[config.mk]
export PLATFORM = sky130hd
export DESIGN_NAME = acc_alu8
export DESIGN_NICKNAME = d
export VERILOG_FILES = /design/src/rtl/alu8_pkg.sv /design/src/rtl/alu8_adder.sv /design/src/rtl/alu8_resflags.sv /design/src/rtl/alu8_datapath.sv /design/src/rtl/acc_alu8.sv
export SDC_FILE = /design/constraint.sdc
export NUM_CORES = 1
export LEC_CHECK = 0
export BUFFER_PORTS_ARGS = -buffer_cell sky130_fd_sc_hd__buf_2
export CORE_MARGIN = 2
export CORE_UTILIZATION = 25
export CTS_CLUSTER_SIZE = 10
export DETAILED_ROUTE_END_ITERATION = 7
export GPL_TIMING_DRIVEN = 0
export PLACE_DENSITY = 0.51
export SETUP_SLACK_MARGIN = 0.15
export SYNTH_ARGS = -nofsm -noshare
export SYNTH_HDL_FRONTEND = slang
export SYNTH_HIERARCHICAL = 1
export SYNTH_SLANG_ARGS = --single-unit
export TNS_END_PERCENT = 1
[constraint.sdc]
create_clock -name clk -period 9.1 [get_ports clk]
set_clock_uncertainty 0.15 [all_clocks]
set_input_delay 1.82 -clock clk [delete_from_list [all_inputs] [get_ports clk]]
set_output_delay 1.82 -clock clk [all_outputs]
set_load 0.03 [all_outputs]
[src/rtl/alu8_pkg.sv]
package alu8_pkg;
  localparam logic [3:0] OP_ADD  = 4'd0;
  localparam logic [3:0] OP_ADC  = 4'd1;
  localparam logic [3:0] OP_SUB  = 4'd2;
  localparam logic [3:0] OP_SBB  = 4'd3;
  localparam logic [3:0] OP_AND  = 4'd4;
  localparam logic [3:0] OP_OR   = 4'd5;
  localparam logic [3:0] OP_XOR  = 4'd6;
  localparam logic [3:0] OP_CMP  = 4'd7;
  localparam logic [3:0] OP_INC  = 4'd8;
  localparam logic [3:0] OP_DEC  = 4'd9;
  localparam logic [3:0] OP_XINC = 4'd10;
  localparam logic [3:0] OP_XDEC = 4'd11;

  typedef struct packed {
    logic s;
    logic z;
    logic ac;
    logic p;
    logic cy;
  } status_t;
endpackage

[src/rtl/alu8_adder.sv]
module alu8_adder #(
  parameter int W = 8
) (
  input  logic [W-1:0] a,
  input  logic [W-1:0] b,
  input  logic         cin,
  output logic [W-1:0] sum,
  output logic         half_c,
  output logic         cout
);
  localparam int H  = W / 2;
  localparam int HW = W - H;

  logic [H:0]  lo;
  logic [HW:0] hi;

  always_comb begin
    lo = {1'b0, a[H-1:0]} + {1'b0, b[H-1:0]} + {{H{1'b0}}, cin};
    hi = {1'b0, a[W-1:H]} + {1'b0, b[W-1:H]} + {{HW{1'b0}}, lo[H]};
  end

  assign sum    = {hi[HW-1:0], lo[H-1:0]};
  assign half_c = lo[H];
  assign cout   = hi[HW];
endmodule

[src/rtl/alu8_resflags.sv]
module alu8_resflags #(
  parameter int W = 8
) (
  input  logic [W-1:0] res,
  output logic         sgn,
  output logic         zero,
  output logic         even
);
  assign sgn  = res[W-1];
  assign zero = (res == '0);
  assign even = ~^res;
endmodule

[src/rtl/alu8_datapath.sv]
module alu8_datapath
  import alu8_pkg::*;
#(
  parameter int W = 8
) (
  input  logic [3:0]   op,
  input  logic [W-1:0] acc_v,
  input  logic [W-1:0] opnd_v,
  input  logic [W-1:0] ext_v,
  input  logic         cy_v,
  output logic [W-1:0] result,
  output status_t      nflags,
  output logic         wr_acc,
  output logic         wr_reg,
  output logic         upd
);
  logic [W-1:0] add_a, add_b, sum;
  logic         add_c, half_c, cout;
  logic         sgn, zero, even;

  alu8_adder #(.W(W)) u_add (
    .a(add_a), .b(add_b), .cin(add_c),
    .sum(sum), .half_c(half_c), .cout(cout)
  );

  alu8_resflags #(.W(W)) u_rf (
    .res(result), .sgn(sgn), .zero(zero), .even(even)
  );

  always_comb begin
    add_a = acc_v;
    add_b = opnd_v;
    add_c = 1'b0;
    unique case (op)
      OP_ADC:         add_c = cy_v;
      OP_SUB, OP_CMP: begin add_b = ~opnd_v; add_c = 1'b1;  end
      OP_SBB:         begin add_b = ~opnd_v; add_c = ~cy_v; end
      OP_INC:         begin add_b = '0; add_c = 1'b1; end
      OP_DEC:         add_b = '1;
      OP_XINC:        begin add_a = ext_v; add_b = '0; add_c = 1'b1; end
      OP_XDEC:        begin add_a = ext_v; add_b = '1; end
      default: ;
    endcase
  end

  always_comb begin
    result = sum;
    nflags.ac = half_c;
    nflags.cy = cy_v;
    unique case (op)
      OP_ADD, OP_ADC:         nflags.cy = cout;
      OP_SUB, OP_SBB, OP_CMP: nflags.cy = ~cout;
      OP_AND: begin result = acc_v & opnd_v; nflags.ac = 1'b1; nflags.cy = 1'b0; end
      OP_OR:  begin result = acc_v | opnd_v; nflags.ac = 1'b0; nflags.cy = 1'b0; end
      OP_XOR: begin result = acc_v ^ opnd_v; nflags.ac = 1'b0; nflags.cy = 1'b0; end
      default: ;
    endcase
    nflags.s = sgn;
    nflags.z = zero;
    nflags.p = even;
  end

  assign upd    = (op <= OP_XDEC);
  assign wr_reg = (op == OP_XINC) || (op == OP_XDEC);
  assign wr_acc = upd && !wr_reg && (op != OP_CMP);
endmodule

[src/rtl/acc_alu8.sv]
module acc_alu8
  import alu8_pkg::*;
#(
  parameter int W = 8
) (
  input  logic         clk,
  input  logic         rst,
  input  logic         exec,
  input  logic [3:0]   op,
  input  logic [W-1:0] data_in,
  input  logic         acc_load,
  input  logic         tmp_load,
  output logic [W-1:0] acc,
  output logic [7:0]   flags,
  output logic [W-1:0] reg_result
);
  logic [W-1:0] acc_q, opnd_q, reg_q, result;
  status_t      st_q, nflags;
  logic         wr_acc, wr_reg, upd;

  alu8_datapath #(.W(W)) u_dp (
    .op(op), .acc_v(acc_q), .opnd_v(opnd_q), .ext_v(data_in), .cy_v(st_q.cy),
    .result(result), .nflags(nflags), .wr_acc(wr_acc), .wr_reg(wr_reg), .upd(upd)
  );

  always_ff @(posedge clk) begin
    if (rst) begin
      acc_q  <= '0;
      opnd_q <= '0;
      reg_q  <= '0;
      st_q   <= '0;
    end else begin
      if (tmp_load) opnd_q <= data_in;
      if (acc_load) acc_q <= data_in;
      else if (exec && wr_acc) acc_q <= result;
      if (exec && wr_reg) reg_q <= result;
      if (exec && upd) st_q <= nflags;
    end
  end

  assign acc        = acc_q;
  assign reg_result = reg_q;
  assign flags      = {st_q.s, st_q.z, 1'b0, st_q.ac, 1'b0, st_q.p, 1'b1, st_q.cy};

  // compare leaves the accumulator alone
  a_r8_cmp_keeps_acc: assert property (@(posedge clk) disable iff (rst)
    (exec && op == OP_CMP && !acc_load) |=> $stable(acc));

  // increment and decrement keep the carry bit
  a_r9_incdec_keeps_cy: assert property (@(posedge clk) disable iff (rst)
    (exec && op >= OP_INC && op <= OP_XDEC) |=> (flags[0] == $past(flags[0])));

  // logic operations clear carry
  a_r7_logic_clears_cy: assert property (@(posedge clk) disable iff (rst)
    (exec && op >= OP_AND && op <= OP_XOR) |=> !flags[0]);

  // zero flag agrees with the written accumulator
  a_r6_zero_matches_acc: assert property (@(posedge clk) disable iff (rst)
    (exec && wr_acc && !acc_load) |=> (flags[6] == (acc == '0)));

  // parity flag agrees with the written accumulator
  a_r6_parity_matches_acc: assert property (@(posedge clk) disable iff (rst)
    (exec && wr_acc && !acc_load) |=> (flags[2] == ~^acc));

  // idle cycles change nothing
  a_r12_idle_holds: assert property (@(posedge clk) disable iff (rst)
    (!exec && !acc_load) |=> ($stable(acc) && $stable(flags) && $stable(reg_result)));
endmodule

* Word-level counts from Yosys, hierarchy flattened
Index checks and enable logic that the tools add are counted.
** Storage, ports and cells
- Flip-flop bits (word level) :: 29
- Bits of input ports :: 17
- Logic and storage cells :: 60
** Operators by class
- Add/sub/neg operators :: 4
- Magnitude comparators :: 1
- Equality and inequality tests :: 12
- Multiplexer cells :: 8
- Bitwise gates (word level) :: 6
- Reduce and logical (&&, ||, !) cells :: 21
** Operators by type and width (number)
- $pmux 8 s3 :: 2
- $mux 8 :: 3
- $eq 4x3->1 const B :: 4
- $eq 4x4->1 const B :: 4
- $add 4x4->5 :: 2
- $add 5x1->5 :: 2
- $reduce_or 2->1 :: 5
- $and 8x8->8 :: 1
- $eq 4x2->1 const B :: 2
- $logic_not 8->1 :: 1
- $not 8->8 :: 1
- $or 8x8->8 :: 1
- $reduce_xnor 8->1 :: 1
- $xor 8x8->8 :: 1
- $pmux 1 s3 :: 2
- $reduce_or 3->1 :: 2
- $logic_and 1x1->1 :: 5
- $eq 4x1->1 const B :: 1
- $le 4x4->1 const B :: 1
- $logic_not 4->1 :: 1
- $ne 4x3->1 const B :: 1
- $reduce_or 4->1 :: 1
- $reduce_bool 3->1 :: 1
- $not 1->1 :: 2
- 5 further kinds :: 5

* Depth between registers and ports, before layout
Gate-level depths: netlist of run 1.
- Word-level depth :: 9
- Gate-level depth with buffers :: 23

* Hierarchy
Netlist of run 1, hierarchy kept.
** By module, submodules not included
- acc_alu8 :: times used 1, cells each 135, area an instance 1408.9 µm²
- alu8_datapath :: times used 1, cells each 153, area an instance 1088.5 µm²
- alu8_adder :: times used 1, cells each 32, area an instance 284.0 µm²
- alu8_resflags :: times used 1, cells each 17, area an instance 122.6 µm²

* Least setup slack after synthesis of run 1
Ideal clock, no wire load.
- Kind :: input to register
- From :: in op[2]
- To :: reg st_q (netlist bit flags[2])
- Library setup time :: 70 ps
- Arrival time :: 5639 ps
- Data required time :: 8880 ps
- Path slack :: 3241 ps
- Stages on the path :: 21
- Path buffers :: 2
- Cell sequence :: buf_4 nand3b_2 mux2_2 inv_1 fa_1 inv_1 fa_1 a21o_2 a21o_1 fa_1 inv_1 fa_1 inv_1 a2bb2oi_1 inv_1 ha_1 xnor2_1 xnor2_1 buf_4 nand3_1 a21oi_1
** On the way
- Longest elaborated chain between the ends :: 8
- Elaborated cells on any way between the ends :: 27
- Those cells by class :: add/sub (4); order compare (1); eq/ne (11); mux (4); reduce/logical (7)
** RTL lines
- start, declared :: line acc_alu8.sv:9 : input logic [3:0] op,
- $eq 4x4->1 :: line alu8_datapath.sv:34 : unique case (op)
- $reduce_or 2->1 (no source line) *
- $mux 8 * :: line alu8_datapath.sv:34
- via u_dp.add_a[0] :: line alu8_datapath.sv:17 : logic [W-1:0] add_a, add_b, sum;
- $add 4x4->5 * :: line alu8_adder.sv:18 : lo = {1'b0, a[H-1:0]} + {1'b0, b[H-1:0]} + {{H{1'b0}}, cin};
- $add 5x1->5 * :: line alu8_adder.sv:18
- via u_dp.half_c :: line alu8_datapath.sv:18 : logic add_c, half_c, cout;
- $add 5x1->5 * :: line alu8_adder.sv:19 : hi = {1'b0, a[W-1:H]} + {1'b0, b[W-1:H]} + {{HW{1'b0}}, lo[H]};
- via u_dp.sum[5] :: line alu8_datapath.sv:17
- $pmux 8 s3 * :: line alu8_datapath.sv:50 : unique case (op)
- via result[5] :: line acc_alu8.sv:17 : logic [W-1:0] acc_q, opnd_q, reg_q, result;
- $reduce_xnor 8->1 * :: line alu8_resflags.sv:11 : assign even = ~^res;
- via u_dp.even :: line alu8_datapath.sv:19 : logic sgn, zero, even;
- end signal, assigned :: line acc_alu8.sv:37 : if (exec && upd) st_q <= nflags;
- end, declared :: line acc_alu8.sv:18 : status_t st_q, nflags;
Mark *: on every way through the listed nets, which the timed path passes. The rest lies on a longest branch.
A chain may end at the register's enable or synchronous reset.

* Final worst setup path of run 1
Ends and elaborated chain as after synthesis.

==> impl_metrics.tcl, run 1 <==
set metrics [dict create \
    cts_buffer_depth 2 \
    finalSetupTns_ns 0 \
    synth-simple-area-share_pct 17.0 \
    cts_resized 0 \
    gp_congestion 0.829 \
    slowest_delay_ns 0.42 \
    r2r-end "flags[2]" \
    routed_via_density 4.72 \
    fin_cells 523 \
    synth_cell_types 49 \
    grt_pass1_wl_um 13200 \
    track_usage_pct 13.1 \
    crit_path_end_kind "flip-flop" \
    post_cts_buffers 0 \
    fp-row-count 39 \
    maxCapViolations 0 \
    dp_hpwl_um 6370 \
    cts-root-buf "clkbuf_16" \
    numCtsBuffers 5 \
    io_pins 41 \
    fmax_mhz 156 \
    synthFlopType "dfxtp_1" \
    regArea_sq_um 581 \
    yosysSeqAreaShare_pct 20.0 \
    synth_area_leaders "dfxtp_1, ha_1, a21oi_1" \
    htree_levels 2 \
    dpl.cell_count 516 \
    synthArstFlopShare_pct 0 \
    worst_pin_slew_ns 0.822 \
    synth_compound_area_share_pct 26.0 \
    hold_viol_final 0 \
    p_leak_uw 0.00157 \
    antenna_found_initial 0 \
    synth-edff-count 0 \
    crit_required_ns 9.15 \
    n_fill_cell 1220 \
    core_area_sq_um 11400 \
    port_buffers 35 \
    drt_pass1_iterations 4 \
    wirelength_um 8060 \
    whs_path_depth 2 \
    cts_tree "yes" \
    start_util_pct 25.5 \
    drc 0 \
    yosysTopAreaCellShare_pct 20.0 \
    synth_area_per_cell_sq_um 8.62 \
    critPathArrivalTime_ns 6.44 \
    grt_max_degree 11 \
    r2r_start "opnd_q[0]" \
    yosys-mux-area-fraction_pct 6.38 \
    critPathMaxFanout 10 \
    crit_type "input pin to flip-flop" \
    ant_nets 0 \
    synthCells 337 \
    synth_top_family_by_area "compound AO/OA/AOI/OAI gates" \
    synth-adder-area-share_pct 14.0 \
    cts_hold_buf 0 \
    multi_input_area_sq_um 1910 \
    drive_gt1_share_pct 29.5 \
    synth_common_cells "inv_1, a21oi_1, dfxtp_1" \
    ys_ff_latch 29 \
    drtIter0Drc 75 \
    nets 427 \
    peakVddDrop_mv 0.0820 \
    syn_to_final_growth_pct 17.2 \
    hold_path.class "flip-flop to flip-flop" \
    finalSetupViolCount 0 \
    cts.sinks 29 \
    crit_top_cell "inv_1" \
    place_ws_ns 2.46 \
    setup_ws_ns 2.71 \
    total_power_uw 548 \
    crit_slowest_cell "fa_1" \
    period_share_pct 70.2 \
    maxSlewHeadroom_pct 44.7 \
    grt.overflow.total 0 \
    yosysTopAreaCell "dfxtp_1" \
    rrSetupSlack_ns 4.59 \
    path_cells "buf_2, buf_4, nand3b_2, mux2_2, inv_1, fa_1, inv_1, fa_1, a21o_2, a21o_1, fa_1, inv_1, fa_1, inv_1, a2bb2oi_1, inv_1, ha_1, xnor2_1, xnor2_1, buf_4, nand3_1, a21oi_1" \
    powerDensity_nw_per_um2 161 \
    rr_worst_depth 21 \
    min-delay-start "reg_result[7]" \
    synth.most_common_cell "inv_1" \
    die_width_um 112 \
    clkTransAtPathRegs_ns 0.05 \
    syn_area_sq_um 2900 \
    start_kind "input pin" \
    n_antenna_cell 0 \
    vias 2471 \
    rsz0062_at_grt "false" \
    worst_skew_pair.late_latency_ns 0.27 \
    yosysWarnings 6 \
    grt_pass1_vias 2449 \
    routedWlPerCell_um 15.4 \
    maxSlewViolCount 0 \
    status "completed" \
    hold_end "reg_result[7]" \
    finalCriticalPeriod_ns 6.39 \
    design.die.area_sq_um 12500 \
    die_height_um 112 \
    synth_xor_area_share_pct 2.11 \
]
[worst max-delay path by stage]
stage                from       end  slack (ns)  cells after the start
finish              op[2]  flags[2]        2.71                     22
global route        op[2]  flags[2]        2.35                     22
CTS                 op[2]  flags[2]        2.71                     22
detailed placement  op[2]  flags[2]        2.46                     22
global placement    op[2]  flags[2]        2.50                     22
floorplan           op[2]  flags[2]        3.24                     21
[placed cells by master (no fill, tap or decap), types with 4 or more instances in the layout]
cell type	n
ha_1	26
clkbuf_1	5
a21bo_2	13
mux2_2	8
and4bb_1	4
xnor2_1	6
o21ai_0	6
a2111oi_2	8
a211oi_1	16
nor3b_1	4
mux2i_1	8
a21o_1	4
fa_1	4
buf_6	8
and4bb_2	4
buf_2	41
clkbuf_16	5
a21oi_1	34
nand2_1	6
inv_1	44
nor2_1	11
dfxtp_1	29
buf_4	13
nand2b_1	19
a2bb2oi_1	4
nand3_1	15
[state kept, by name, summed over array words and instances, names as in the netlist]
register    flops
acc             8
flags           5
opnd_q          8
reg_result      8
[cell families (layout without fill, tap and decap cells)]
group	Yosys count	in the layout
compound gates	99	99
buf+inv	77	119
simple gates	76	76
fa+ha+maj	30	30
flops	29	29
mux	17	17
xor+xnor	7	7
other cells	2	3
[power breakdown]
| group | internal (uW) | switching [uW] | total (uW) |
|---|---|---|---|
| sequential | 137 | 10.7 | 147 |
| combinational | 116 | 124 | 240 |
| clock | 107 | 53.5 | 160 |
[per-stage QoR]
| stage | util (%) | hold WS [ns] | instance area (sq um) |
|---|---|---|---|
| 2_1_floorplan | - | 0.387 | 2910 |
| 3_3_place_gp | 28.7 | 0.414 | 3260 |
| 3_5_place_dp | 28.7 | 0.416 | 3260 |
| 4_1_cts | 29.9 | 0.426 | 3400 |
| 5_1_grt | 29.9 | 0.441 | 3400 |
| 6_report | 29.9 | 0.421 | 3400 |
[per-layer routing]
metal | track usage (%) | wire length (um) | part of all wire [%]
met1 | 18.1 | 3980 | 49
met2 | 21.5 | 3710 | 46
met3 | 2.07 | 268 | 3.3
met4 | 3.46 | 106 | 1.3
met5 | 0 | 0 | 0
[area by class of cell]
cell class	count	area share, %
Buffer	33	7.39
Clock buffer	7	4.19
Sequential cell	29	17.1
Multi-Input combinational cell	232	56.1
Tap cell	143	5.26
Inverter	44	4.85
Timing Repair Buffer	35	5.15
[worst max-delay path: cells and delay by family]
kind,cells,cell delay (ns)
XOR/XNOR,2,0.34
AND/OR/NAND/NOR,2,0.46
multiplexers,1,0.36
AO/OA/AOI/OAI,4,0.93
adder cells (fa/ha/maj),5,1.72
buffers and inverters,8,0.81
Note: power is estimated with default switching activity, not from simulation.
==> inputs of run 2 (changes only) <==
PLACE_DENSITY = 0.53   (was 0.51)
clock period = 5.7 ns   (was 9.1 ns; I/O delays follow)
==> run 2 against run 1 <==
  * Utilization rose by 0.53 points
  * Cell area rose by 1.8%
  * Highest routed layer unchanged
  * Worst setup slack got worse by 2.3 ns
  * Clock power rose by 62%
  * Critical endpoint unchanged
  * Sequential power rose by 60%
  * Wire length rose by 1.8%
  * Critical path depth did not move
  * Critical path type unchanged
  * Sequential share of layout area fell by 0.30 points
==> impl_metrics.tcl, run 2 (same netlist as run 1, synthesis figures left out) <==
set metrics [dict create \
    status "completed" \
    start_util_pct 25.5 \
    track_usage_pct 12.9 \
    grt_pass1_vias 2447 \
    antenna_found_initial 0 \
    crit_type "input pin to flip-flop" \
    crit_required_ns 5.75 \
    maxCapViolations 0 \
    fin_util_pct 30.5 \
    n_antenna_cell 0 \
    min-delay-start "reg_result[1]" \
    r2r_start "opnd_q[0]" \
    worst_pin_slew_ns 0.721 \
    p_leak_uw 0.00159 \
    drive_gt1_share_pct 31.0 \
    crit_slowest_cell "fa_1" \
    powerDensity_nw_per_um2 258 \
    r2r-end "flags[2]" \
    crit_path_end_kind "flip-flop" \
    drtIter0Drc 95 \
    period_share_pct 92.9 \
    maxSlewHeadroom_pct 51.5 \
    critPathTopFamily "adder cells" \
    start_kind "input pin" \
    nets 428 \
    finalSetupTns_ns 0 \
    setup_ws_ns 0.404 \
    whs_path_depth 2 \
    routedWlPerCell_um 15.7 \
    hold_slack_ns 0.417 \
    critPathArrivalTime_ns 5.35 \
    cts_hold_buf 0 \
    dpl_cell_area_sq_um 3260 \
    path_buf_inv 8 \
    fmax_mhz 189 \
    grt_max_degree 11 \
    cts-root-buf "clkbuf_16" \
    crit_top_cell "inv_1" \
    path_cells "buf_2, buf_4, nand3b_4, mux2_2, inv_1, fa_1, inv_1, fa_1, a21o_2, a21o_1, fa_1, inv_1, fa_1, inv_1, a2bb2oi_4, inv_1, ha_1, xnor2_1, xnor2_1, buf_4, nand3_1, a21oi_1" \
    maxSlewViolCount 0 \
    htree_levels 2 \
    cts_buffer_depth 2 \
    peakVddDrop_mv 0.162 \
    cts.sinks 29 \
    finalCriticalPeriod_ns 5.30 \
    drt_pass1_iterations 4 \
    numCtsBuffers 5 \
    syn_to_final_growth_pct 19.3 \
    core_area_sq_um 11400 \
    place_ws_ns -0.224 \
    slowest_delay_ns 0.41 \
    hold_path.class "flip-flop to flip-flop" \
    grt_pass1_wl_um 13000 \
    dp_hpwl_um 6330 \
    worst_skew_pair.late_latency_ns 0.28 \
    cts_tree "yes" \
    grt.overflow.total 0 \
    layout_common_cells "inv_1, buf_2, a21oi_1, dfxtp_1, ha_1" \
    routed_via_density 4.78 \
    hold_end "reg_result[1]" \
    clkTransAtPathRegs_ns 0.05 \
    rrSetupSlack_ns 1.38 \
    rr_worst_depth 21 \
    die_height_um 112 \
    final_common_cell "inv_1" \
    critPathMaxFanout 10 \
    drc 0 \
    rsz0062_at_grt "false" \
    ant_nets 0 \
    finalSetupViolCount 0 \
    io_pins 41 \
    hold_viol_final 0 \
    vias 2507 \
    design_area_sq_um 3460 \
    fp-row-count 39 \
    port_buffers 35 \
    wirelength_um 8210 \
    die_width_um 112 \
    design.die.area_sq_um 12500 \
    gp_congestion 0.827 \
]
-- run 2: per-stage QoR --
| step | instances | power, uW |
|---|---|---|
| 6_report | 524 | 895 |
| 5_1_grt | 524 | 951 |
| 4_1_cts | 523 | 891 |
| 3_5_place_dp | 516 | 619 |
| 3_3_place_gp | 516 | 616 |
| 2_1_floorplan | 338 | 534 |
-- run 2: worst max path at each step --
stage | start | endpoint | slack (ns) | cells after the start
floorplan | op[2] | flags[2] | 0.52 | 21
global placement | op[2] | flags[2] | -0.21 | 22
detailed placement | op[2] | flags[2] | -0.22 | 22
CTS | op[2] | flags[2] | 0.21 | 22
global route | op[2] | flags[2] | 0.16 | 22
finish | op[2] | flags[2] | 0.40 | 22
-- run 2: layout make-up --
cell class              instances  area, sq um
plain buffers                  33          251
well taps                     143          179
fillers                      1222         7910
flip-flops and latches         29          581
multi-input cells             232         1960
inverters                      44          165
repair buffers                 36          183
clock buffers                   7          143
-- run 2: worst min-delay path, delay by kind of cell, from the launching register on --
family	cells	cell delay, ns
flip-flops	1	0.30
AO/OA/AOI/OAI	2	0.22
-- run 2: power breakdown --
part	total, uW	switching, uW	internal, uW
Sequential	235	16.8	218
Clock	260	89.5	171
Combinational	400	204	196
Total	895	310	585
-- run 2: timing repair --
item | in CTS | in global routing
setup endpoints to repair | 1 | 1
pin swaps | 0 | 0
buffers inserted | 0 | 1
gates resized for setup | 2 | 6
-- run 2: layer usage --
layer / up-vias / share of wire (%) / GRT usage [%]
li1: 1256 / - / -
met2: 52 / 47 / 21.3
met3: 6 / 4.7 / 2.50
met1: 1193 / 47 / 17.6
met5: - / 0 / 0
met4: 0 / 0.87 / 2.72
==> inputs of run 3 (changes only) <==
SYNTH_HIERARCHICAL = unset   (was 1)
==> run 3 against run 2 <==
  * Global-route usage rose by 1.7 points
  * Via count fell by 6.0%
  * Sequential cell count did not move
  * Critical path type unchanged
  * Wire length fell by 4.9%
==> impl_metrics.tcl, run 3 <==
set metrics [dict create \
    rr_worst_depth 19 \
    wirelength_um 7810 \
    ant_nets 0 \
    slowest_delay_ns 0.44 \
    numCtsBuffers 5 \
    powerDensity_nw_per_um2 242 \
    cts_buffer_depth 2 \
    grt.overflow.total 0 \
    htree_levels 2 \
    cts_tree "yes" \
    finalSetupTns_ns 0 \
    synth_area_per_cell_sq_um 8.26 \
    setup_ws_ns 0.422 \
    crit_path_end_kind "flip-flop" \
    crit_type "input pin to flip-flop" \
    routedWlPerCell_um 15.8 \
    fp-row-count 36 \
    track_usage_pct 14.6 \
    drive_gt1_share_pct 26.4 \
    p_comb_share_pct 45.7 \
    synth_cell_types 51 \
    ys_ff_latch 29 \
    finalSetupViolCount 0 \
    yosysTopAreaCell "dfxtp_1" \
    hold_viol_final 0 \
    syn_area_sq_um 2570 \
    peakVddDrop_mv 0.0947 \
    yosysWarnings 0 \
    cts-root-buf "clkbuf_8" \
    gp_congestion 0.909 \
    p_leak_uw 0.00138 \
    synthArstFlopShare_pct 0 \
    rsz0062_at_grt "false" \
    drc 0 \
    whs_path_depth 2 \
    clkTransAtPathRegs_ns 0.07 \
    seqPwrFrac_pct 31.2 \
    hold_path.class "flip-flop to flip-flop" \
    place_ws_ns -0.235 \
    synth_area_leaders "dfxtp_1, ha_1, a21oi_1" \
    die_height_um 105 \
    status "completed" \
    yosysTopAreaCellShare_pct 22.6 \
    antenna_found_initial 0 \
    drtIter0Drc 178 \
    switching_share_pct 40.0 \
    maxSlewViolCount 0 \
    nets 406 \
    core_area_sq_um 9860 \
    switchingPower_uw 297 \
    die_width_um 105 \
    grt_pass1_vias 2346 \
    maxSlewHeadroom_pct 49.6 \
    period_share_pct 92.6 \
    synthFlopType "dfxtp_1" \
    syn_to_final_growth_pct 19.7 \
    drt_pass1_iterations 4 \
    fmax_mhz 189 \
    yosysSeqAreaShare_pct 22.6 \
    critPathMaxFanout 10 \
    start_kind "input pin" \
    routed_via_density 4.78 \
    maxCapViolations 0 \
    vias 2357 \
    n_fill_cell 1040 \
    fin_util_pct 31.2 \
    dp_hpwl_um 5830 \
    worst_pin_slew_ns 0.756 \
    crit_required_ns 5.77 \
    p_int_uw 445 \
    port_buffers 33 \
    cts_hold_buf 0 \
    crit_slowest_cell "fa_1" \
    grt_pass1_wl_um 12600 \
    critPathArrivalTime_ns 5.34 \
    grt_max_degree 11 \
    worst_skew_pair.late_latency_ns 0.29 \
    synth_common_cells "inv_1, nor2_1, a21oi_1" \
    io_pins 41 \
    cts.sinks 29 \
    synth-edff-count 0 \
    clkPwrFrac_pct 23.1 \
    n_antenna_cell 0 \
    design.die.area_sq_um 11100 \
    layout_common_cells "inv_1, buf_2, nor2_1, a21oi_1, dfxtp_1" \
    synth.most_common_cell "inv_1" \
    synthCells 311 \
    finalCriticalPeriod_ns 5.28 \
    path_cells "buf_2, nor2b_1, buf_4, nand2_2, buf_6, nor2_1, a21oi_2, fa_2, inv_1, fa_1, a21o_1, a21o_1, fa_1, inv_1, fa_1, a22oi_2, inv_1, ha_1, xnor2_1, xnor2_1, nand2_1, a21oi_1" \
    hold_slack_ns 0.302 \
    start_util_pct 26.0 \
]
==> run 3: changes by cell type after synthesis, moves of 10 or more <==
cell and change:
a211oi_1 -11, nor2_1 +21, a21bo_2 -13, inv_1 -10, nand3_1 -12, nand2_1 +12, nand2b_1 -15
==> run 3: power by group through the flow <==
stage          combinational [uW]  clock (uW)  sequential, uW
3_3_place_gp                  320           0             235
4_1_cts                       328         176             231
5_1_grt                       379         183             234
3_5_place_dp                  323           0             236
6_report                      340         172             231
2_1_floorplan                 224           0             253
==> run 3: final timing paths <==
kind                            startpoint        to  slack [ns]
worst min-delay path              flags[2]  flags[2]        0.30
worst min register to register    flags[2]  flags[2]        0.30
worst max register to register   opnd_q[0]  flags[2]        1.42
worst max-delay path                 op[3]  flags[2]        0.42
==> run 3: final cells by class <==
| cell class | instances | area, sq um | share of cell area, % |
|---|---|---|---|
| multi-input cells | 227 | 1720 | 56.1 |
| plain buffers | 22 | 170 | 5.54 |
| flip-flops and latches | 29 | 581 | 18.9 |
| clock inverters | 3 | 17.5 | 0.570 |
| inverters | 34 | 128 | 4.15 |
| well taps | 133 | 166 | 5.42 |
| clock buffers | 5 | 68.8 | 2.24 |
| repair buffers | 40 | 218 | 7.08 |
==> run 3: layer usage <==
layer | global-route usage [%] | vias to the layer above | share of wire, % | wire, um
li1 | - | 1170 | - | -
met1 | 19.7 | 1101 | 46 | 3610
met2 | 22.8 | 75 | 46 | 3600
met3 | 2.41 | 11 | 5.5 | 427
met4 | 6.29 | 0 | 2.2 | 172
met5 | 0 | - | 0 | 0
==> run 3: cells by family after synthesis <==
logic type / after synthesis / share of synthesized area (%)
mux: 17 / 6.92
other cells: 2 / 0.293
flops: 29 / 22.6
simple gates: 75 / 13.8
fa+ha+maj: 30 / 15.8
compound gates: 96 / 27.3
xor+xnor: 6 / 2.05
buf+inv: 56 / 11.2
==> run 3: repair_timing <==
action / CTS / global route
setup buffers: 2 / 5
pin swaps: 1 / 2
resized for setup: 2 / 9
setup endpoints to repair: 1 / 1
==> run 3: critical path, delay by kind of cell <==
family | cells | cell delay [ns]
AO/OA/AOI/OAI | 5 | 0.99
XOR/XNOR | 2 | 0.35
adder cells (fa/ha/maj) | 5 | 1.77
buffers and inverters | 6 | 0.68
AND/OR/NAND/NOR | 4 | 0.40
==> run 3: per-stage QoR <==
| step | cell area [sq um] | std cells | total power (uW) |
|---|---|---|---|
| floorplan | 2570 | 312 | 477 |
| global placement | 2900 | 478 | 555 |
| detailed placement | 2900 | 478 | 558 |
| CTS | 3010 | 488 | 735 |
| global route | 3070 | 493 | 796 |
| finish | 3070 | 493 | 742 |
